[src/rtl/i2c_buserr_pkg.sv]
// Package: shared widths, bit positions and types for the I2C bus error block.
// Assumes an 8-bit register port; the field order is fixed by the struct below.
package i2c_buserr_pkg;

    localparam int REG_W      = 8;
    localparam int SYNC_DEPTH = 2;
    localparam int ENA_BIT    = 0;

    // Control register, most significant bit first.
    typedef struct packed {
        logic berr;       // sticky bus error flag
        logic berr_ie;    // bus error interrupt enable
        logic rstart;     // repeated-start control (storage)
        logic mstr;       // master select (storage)
        logic ack_en;     // acknowledge enable (storage)
        logic gca_en;     // general-call acknowledge enable (storage)
        logic xint_en;    // transfer interrupt enable (storage)
        logic xint_flag;  // transfer interrupt flag (storage)
    } ctrl_t;

    typedef enum logic [1:0] {
        COND_NONE  = 2'd0,
        COND_START = 2'd1,
        COND_STOP  = 2'd2
    } bus_cond_e;

endpackage

[src/rtl/i2c_line_sync.sv]
// Module: multi-line flop-chain synchroniser.
// Each of LINES asynchronous inputs passes through STAGES flops.
// Assumes the idle level of every line is RST_VAL (an I2C bus idles high).
module i2c_line_sync #(
    parameter int   LINES   = 2,
    parameter int   STAGES  = 2,
    parameter logic RST_VAL = 1'b1
) (
    input  logic             clk,
    input  logic             rst_n,
    input  logic [LINES-1:0] async_in,
    output logic [LINES-1:0] sync_out
);

    localparam int LAST = STAGES - 1;

    for (genvar ln = 0; ln < LINES; ln++) begin : g_line
        logic [STAGES-1:0] chain;

        // Shift the raw line through the chain, lowest index first.
        always_ff @(posedge clk) begin
            if (!rst_n) begin
                chain <= {STAGES{RST_VAL}};
            end else begin
                chain <= {chain[STAGES-2:0], async_in[ln]};
            end
        end

        assign sync_out[ln] = chain[LAST];
    end

endmodule

[src/rtl/i2c_cond_detect.sv]
// Module: START/STOP condition detector.
// Compares the synchronised SDA with its value one cycle earlier while SCL is high.
// Assumes synchronised inputs whose reset level is the idle-high bus.
module i2c_cond_detect
    import i2c_buserr_pkg::*;
(
    input  logic      clk,
    input  logic      rst_n,
    input  logic      sda_s,
    input  logic      scl_s,
    output bus_cond_e cond,
    output logic      cond_hit
);

    logic sda_prev;

    // Keep the previous synchronised SDA level for edge detection.
    always_ff @(posedge clk) begin
        if (!rst_n) begin
            sda_prev <= 1'b1;
        end else begin
            sda_prev <= sda_s;
        end
    end

    // Classify the current cycle as START, STOP or nothing.
    always_comb begin
        cond = COND_NONE;
        if (scl_s && sda_prev && !sda_s) begin
            cond = COND_START;
        end else if (scl_s && !sda_prev && sda_s) begin
            cond = COND_STOP;
        end
    end

    assign cond_hit = (cond != COND_NONE);

endmodule

[src/rtl/i2c_ctrl_reg.sv]
// Module: control register with sticky write-zero-to-clear bus error flag.
// A new error always wins over a clearing write in the same cycle.
// Assumes err_evt is already qualified by transfer activity.
module i2c_ctrl_reg
    import i2c_buserr_pkg::*;
(
    input  logic             clk,
    input  logic             rst_n,
    input  logic             wr_en,
    input  logic [REG_W-1:0] wdata,
    input  logic             err_evt,
    output ctrl_t            q
);

    ctrl_t wr_view;
    logic  berr_kept;

    assign wr_view = ctrl_t'(wdata);

    // Decide whether the flag survives this cycle's software access.
    always_comb begin
        berr_kept = q.berr;
        if (wr_en && !wr_view.berr) begin
            berr_kept = 1'b0;
        end
    end

    // Update storage bits on a write; set the flag on an error.
    always_ff @(posedge clk) begin
        if (!rst_n) begin
            q <= '0;
        end else begin
            if (wr_en) begin
                q.berr_ie   <= wr_view.berr_ie;
                q.rstart    <= wr_view.rstart;
                q.mstr      <= wr_view.mstr;
                q.ack_en    <= wr_view.ack_en;
                q.gca_en    <= wr_view.gca_en;
                q.xint_en   <= wr_view.xint_en;
                q.xint_flag <= wr_view.xint_flag;
            end
            q.berr <= berr_kept | err_evt;
        end
    end

endmodule

[src/rtl/i2c_enable_reg.sv]
// Module: interface enable bit of the clock-control register.
// A forced clear overrides any software write in the same cycle.
// Assumes force_clr is high for the whole time the error flag is set.
module i2c_enable_reg (
    input  logic clk,
    input  logic rst_n,
    input  logic wr_en,
    input  logic wbit,
    input  logic force_clr,
    output logic en
);

    // Hold, load or force the enable low.
    always_ff @(posedge clk) begin
        if (!rst_n) begin
            en <= 1'b0;
        end else if (force_clr) begin
            en <= 1'b0;
        end else if (wr_en) begin
            en <= wbit;
        end
    end

endmodule

[src/rtl/i2c_buserr_ctrl.sv]
// Module: I2C bus error detection register, top level.
// Synchronises the bus lines, detects START/STOP during a transfer, and keeps
// the control register and the interface enable.
// Assumes xfer_active is synchronous to clk.
module i2c_buserr_ctrl
    import i2c_buserr_pkg::*;
(
    input  logic             clk,
    input  logic             rst_n,
    input  logic             reg_wr,
    input  logic             reg_addr,
    input  logic [REG_W-1:0] reg_wdata,
    output logic [REG_W-1:0] reg_rdata,
    input  logic             sda_in,
    input  logic             scl_in,
    input  logic             xfer_active,
    output logic             irq,
    output logic             if_enable
);

    localparam int SDA_IDX = 0;
    localparam int SCL_IDX = 1;

    logic [1:0] lines_s;
    bus_cond_e  cond;
    logic       cond_hit;
    logic       err_evt;
    logic       wr_ctrl;
    logic       wr_clk;
    ctrl_t      ctrl_q;

    i2c_line_sync #(
        .LINES   (2),
        .STAGES  (SYNC_DEPTH),
        .RST_VAL (1'b1)
    ) u_sync (
        .clk      (clk),
        .rst_n    (rst_n),
        .async_in ({scl_in, sda_in}),
        .sync_out (lines_s)
    );

    i2c_cond_detect u_det (
        .clk      (clk),
        .rst_n    (rst_n),
        .sda_s    (lines_s[SDA_IDX]),
        .scl_s    (lines_s[SCL_IDX]),
        .cond     (cond),
        .cond_hit (cond_hit)
    );

    assign err_evt = cond_hit && xfer_active;
    assign wr_ctrl = reg_wr && !reg_addr;
    assign wr_clk  = reg_wr && reg_addr;

    i2c_ctrl_reg u_ctrl (
        .clk     (clk),
        .rst_n   (rst_n),
        .wr_en   (wr_ctrl),
        .wdata   (reg_wdata),
        .err_evt (err_evt),
        .q       (ctrl_q)
    );

    i2c_enable_reg u_ena (
        .clk       (clk),
        .rst_n     (rst_n),
        .wr_en     (wr_clk),
        .wbit      (reg_wdata[ENA_BIT]),
        .force_clr (ctrl_q.berr || err_evt),
        .en        (if_enable)
    );

    // Return the selected register; unused clock-control bits read 0.
    always_comb begin
        reg_rdata = '0;
        if (reg_addr) begin
            reg_rdata[ENA_BIT] = if_enable;
        end else begin
            reg_rdata = ctrl_q;
        end
    end

    assign irq = ctrl_q.berr && ctrl_q.berr_ie;

endmodule

[config.mk]
export PLATFORM = sky130hd
export DESIGN_NAME = i2c_buserr_ctrl
export DESIGN_NICKNAME = d
export VERILOG_FILES = /design/src/rtl/i2c_buserr_pkg.sv /design/src/rtl/i2c_line_sync.sv /design/src/rtl/i2c_cond_detect.sv /design/src/rtl/i2c_ctrl_reg.sv /design/src/rtl/i2c_enable_reg.sv /design/src/rtl/i2c_buserr_ctrl.sv
export SDC_FILE = /design/constraint.sdc
export NUM_CORES = 1
export LEC_CHECK = 0
export ABC_AREA = 1
export BUFFER_PORTS_ARGS = -buffer_cell sky130_fd_sc_hd__buf_2
export CORE_AREA = 2 2 39 41
export CTS_BUF_LIST = sky130_fd_sc_hd__clkbuf_8
export DETAILED_ROUTE_END_ITERATION = 7
export DIE_AREA = 0 0 41 43
export GPL_TIMING_DRIVEN = 0
export PLACE_DENSITY = 0.87
export SLEW_MARGIN = 15
export SYNTH_ARGS = -nofsm -noshare
export SYNTH_HDL_FRONTEND = slang
export SYNTH_HIERARCHICAL = 1
export SYNTH_SLANG_ARGS = --single-unit
[constraint.sdc]
create_clock -name clk -period 1.1 [get_ports clk]
set_clock_uncertainty 0.05 [all_clocks]
set_input_delay 0.165 -clock clk [delete_from_list [all_inputs] [get_ports clk]]
set_output_delay 0.165 -clock clk [all_outputs]
set_load 0.1 [all_outputs]
### After elaboration in Yosys (flattened, before gate mapping)

Cells that the tools add are included.

* logic and storage cells: 35
* register bits: 14
* output and inout bits: 10
* input port bits: 15

* mux-type cells: 5
* reductions and logical operators: 16
* bitwise operators: 2

Operator list (number)
* 1-bit logical AND: 9
* 7-bit 2-to-1 mux: 1
* 1-bit zero test: 4
* 2-bit 2-to-1 mux: 2
* 1-bit 2-to-1 mux: 2
* 2-bit nonzero test: 1
* 2-bit OR reduction: 1
* 1-bit logical OR: 1
* 1-bit NOT: 1
* 1-bit bitwise OR: 1

### Logic depth before layout (Yosys ltp)

* word-level depth: 9
* gate-level depth with buffers: 9
* depth with buffers taken out: 8

### Hierarchy

Netlist, hierarchy kept.

Modules (own cells, without submodules)
* i2c_ctrl_reg: cells an instance 36, seq. area each 160.2 um2, times used 1, area an instance 275.3 um2
* i2c_line_sync: cells an instance 14, seq. area each 80.1 um2, times used 1, area an instance 125.1 um2
* i2c_buserr_ctrl: cells an instance 28, seq. area each 0.0 um2, times used 1, area an instance 115.1 um2
* i2c_cond_detect: cells an instance 9, seq. area each 20.0 um2, times used 1, area an instance 52.6 um2
* i2c_enable_reg: cells an instance 7, seq. area each 20.0 um2, times used 1, area an instance 47.5 um2

### Worst setup path after synthesis

OpenSTA, ideal clock, no wires.

* path kind: flip-flop to output port
* from: reg u_ena.en
* to: out reg_rdata[0]
* path buffers: 0
* arrival time: 1.709 ns
* data required time: 0.885 ns
* cell stages (with the launch flop): 3
* path slack: -0.824 ns
* cells stage by stage: dfxtp_1 -> nand2_2 -> nand2_1

* longest elaborated chain between the ends: 1

Ends and longest elaborated chain
* start: declaration: RTL line i2c_enable_reg.sv:10 `output logic en`
* start signal: assignment: RTL line i2c_enable_reg.sv:20 `en <= wbit;`
* 1-bit 2-to-1 mux: RTL line i2c_buserr_ctrl.sv:77 `if (reg_addr) begin`
* end: declaration: RTL line i2c_buserr_ctrl.sv:13 `output logic [REG_W-1:0] reg_rdata,`

No other way between the ends.

### Final worst setup path

* from: reg u_ctrl/q[6] (netlist bit)
* to: out reg_rdata[6]

* longest elaborated chain between the ends: 1

Ends and longest elaborated chain
* start: declaration: RTL line i2c_ctrl_reg.sv:12 `output ctrl_t q`
* 7-bit 2-to-1 mux: RTL line i2c_buserr_ctrl.sv:77

No other way between the ends.

==> impl_summary.md <==
Outcome
The flow ran to the end, but the final reports show violations. The checks that failed: setup timing.

GRT
Global routing finished with a remaining overflow of 0. The via count of the first global-routing pass is 583. Across every metal layer, demand over resource in global routing totals 20.73%. The maximum number of pins on one net before global-route repair is 15. The first global-routing pass estimated roughly 2.3 mm of wire. The number of antenna violations at the first check in global routing is 0.

Clock tree
Clock tree synthesis inserted a total of 3 buffers. The post-cts hold buffer count is 0. The number of buffers on the longest clock path is 2.

The tree is rooted in a sky130_fd_sc_hd__clkbuf_8. The clock net in this run drives a total of 14 sinks. Clock latency on the worst-skew pair, taken at its later pin, is ~240 ps. The TritonCTS clock tree is done. CTS built an H-tree with a depth of 1. The clock slew at the register clock pins of the worst setup and hold paths is approximately 50 ps.

Floorplan
The die covers about 0.0018 sq mm. From left edge to right edge, the die measures between 40 and 50 microns. The initial standard-cell utilization of the core is approximately 44%. The number of placed I/O pins is 25. The vertical die dimension is approximately 43 microns.

The total core area is roughly 0.0014 sq mm. The total number of placement rows is 14.

Power
The leakage power of the design is 0.0005037 uW. For this design the total switching power over the nets is 387.0 uW. The peak supply drop is 1.027 mV.

The combinational share of power is approximately a quarter. The clock share of power is roughly a third. The power per standard cell area is 1257 mW/mm^2. Registers are responsible for a little over two fifths of the overall power. Overall power consumption after layout is estimated at between 1000 and 1500 uW. Net switching is a little under a third of the power. The cell internal power dissipation is 891.7 uW.

Placed design
The number of port buffers is 24. Once placement finished, the instance area stood at 808.3 sq um. The HPWL after detailed placement is approximately 900 microns. The number of placed cells counting well taps is 132.

The global placement routability congestion is roughly 0.65.

Critical path
The launching element type of the critical path is a register. The cell depth of the worst flop-to-flop path is 8. The highest cell delay on the worst timing path is roughly 350 ps. The internal reg-to-reg setup slack is 100 ps.

By startpoint and endpoint, the worst setup path is classified as register to primary output. Counting both buffers and inverters, the worst setup path holds a total of 2. The terminus of the critical flop-to-flop path is u_ena/en. The gate family responsible for the most delay along the worst path is flip-flops. The worst setup path is captured at a primary output. Data arrives at the worst endpoint at about 900 ps. The startpoint of the lowest-slack register-to-register path is u_sync/g_line[0].chain[1].

In this run the worst path has a maximum fanout of 3. The critical path goes through inv_2 > nor2_4 > buf_12. STA puts the critical path data required time at 880 ps.

The highest-delay cell along the critical path is sky130_fd_sc_hd__dfxtp_2.

Timing
Derived from the worst setup path, the maximum achievable clock frequency is slightly below 900 MHz. The clock period minus final worst setup slack is 1138 ps. The transition time at the pin with the least slew margin is around 330 ps. The number of max-slew violations in the final report came to 0. Once routing completed, OpenROAD measured the worst setup slack at -37.94 ps. The period utilization is 103.4%. The worst-case headroom to the max-slew limit is a little under 80%. The number of failing hold endpoints at the final stage is 0.

Setup repair after global routing could not meet its margin everywhere. The tightest hold path in the finished design has a slack of a little under 40 ps. The count of endpoints failing setup in the final report is 7.

Route
After detailed routing, the average wire length per cell comes to 11.01 microns. The total vias in the final route is between 600 and 700. Once detail routing completed, the nets flagged for antenna violations numbered 0. The total iterations of the first detailed-routing run is 4. Summed over all layers, the routed wires come to between 1 and 1.5 mm.

The DRC violations left is 0. The first routing iteration left 9 violations. The via density per instance is ~4.5.

Yosys
During synthesis, Yosys emitted a total of 6 warnings. The post-synthesis cell count is 92. The number of nets handed over by synthesis was 107. The synthesized netlist occupies a cell area of around 610 sq um. A synthesized cell averages roughly 6.6 sq um.

Finish
Summing all non-filler instances in the final layout gives an area of just over 0.001 sq mm. After the last flow step, the layout net total stands at around 140. The area growth from synthesis to layout is 67.28%. The layout filler cell count is about 100. Of the cells placed in the final design, the portion with a size suffix greater than 1 is between 50% and 60%.

The final antenna diode count is 0. At the end of the flow the core is filled with cells to between 70 and 80%. After the flow finishes, the layout carries non-filler instances totaling 136. The library cells used most frequently in the layout, excluding fill and tap cells, are 15 x sky130_fd_sc_hd__nand2_1, 14 x sky130_fd_sc_hd__inv_1, 14 x sky130_fd_sc_hd__buf_2, 14 x sky130_fd_sc_hd__nor2_1. The commonest non-fill, non-tap cell in the layout is sky130_fd_sc_hd__nand2_1.

Run
The reported max-cap violation count is 0.

Worst hold path
The kind of path behind the tightest hold check is input port to register. The startpoint identified for the worst hold timing path is sda_in. The worst hold path terminates at u_sync/g_line[0].chain[0].

The instance count along the most critical hold path is 3.
## worst register-to-register path: cells and delay by family (launching register included)
kind,cells,cell delay (ps)
simple gates,5,300
compound gates,1,100
buf+inv,2,170
flops,1,290
## how the worst max path moves through the flow
stage                           start            to  slack [ps]  cells after the start
after floorplan              u_ena/en  reg_rdata[0]        -270                      2
after global placement       reg_addr   u_ctrl/q[2]        -270                      6
after detailed placement     reg_addr   u_ctrl/q[3]        -300                      6
after CTS                 u_ctrl/q[6]  reg_rdata[6]         -50                      3
after global routing      u_ctrl/q[7]  reg_rdata[7]         -80                      3
final                     u_ctrl/q[6]  reg_rdata[6]         -40                      3
## routing by layer
metal,routed length (microns),global-route usage [%],vias to the layer above,share of wire [%]
li1,-,-,317,-
met1,588,19.08,279,39
met2,820,34.69,19,55
met3,72,7.853,2,4.8
met4,17,14.00,0,1.1
met5,0,0,-,0
## power by group through the flow
stage	Sequential (uW)	Clock (uW)	Combinational, uW
after floorplan	568	0	184
after global placement	558	0	247
after detailed placement	559	0	251
after CTS	556	436	304
after global routing	559	443	330
final	556	410	312
## per-stage QoR
step | setup TNS [ps] | setup WS (ps)
finish | -163.2 | -37.94
global route | -459.8 | -77.44
CTS | -500.6 | -46.07
detailed placement | -2830 | -299.6
global placement | -2590 | -267.0
floorplan | -268.7 | -268.7
## flip-flops by register name, indices dropped and copies added, names as in the netlist
signal / cells
u_sync/g_line.chain: 4
u_det/sda_prev: 1
u_ena/en: 1
u_ctrl/q: 8
## cell type report
cell class	count	area (sq um)	area share, %
flip-flops and latches	14	291.5	28.66
repair buffers	25	269.0	26.45
well taps	16	20.02	1.968
multi-input cells	51	275.3	27.06
clock buffers	3	41.29	4.059
inverters	24	93.84	9.225
plain buffers	3	26.28	2.583
## timing repair
item	4_1_cts	5_1_grt
setup endpoints to repair	17	18
pin swaps	5	4
gates resized for setup	54	3
setup buffers	0	1
gates cloned	0	0
Note: power is estimated with default switching activity, not from simulation.
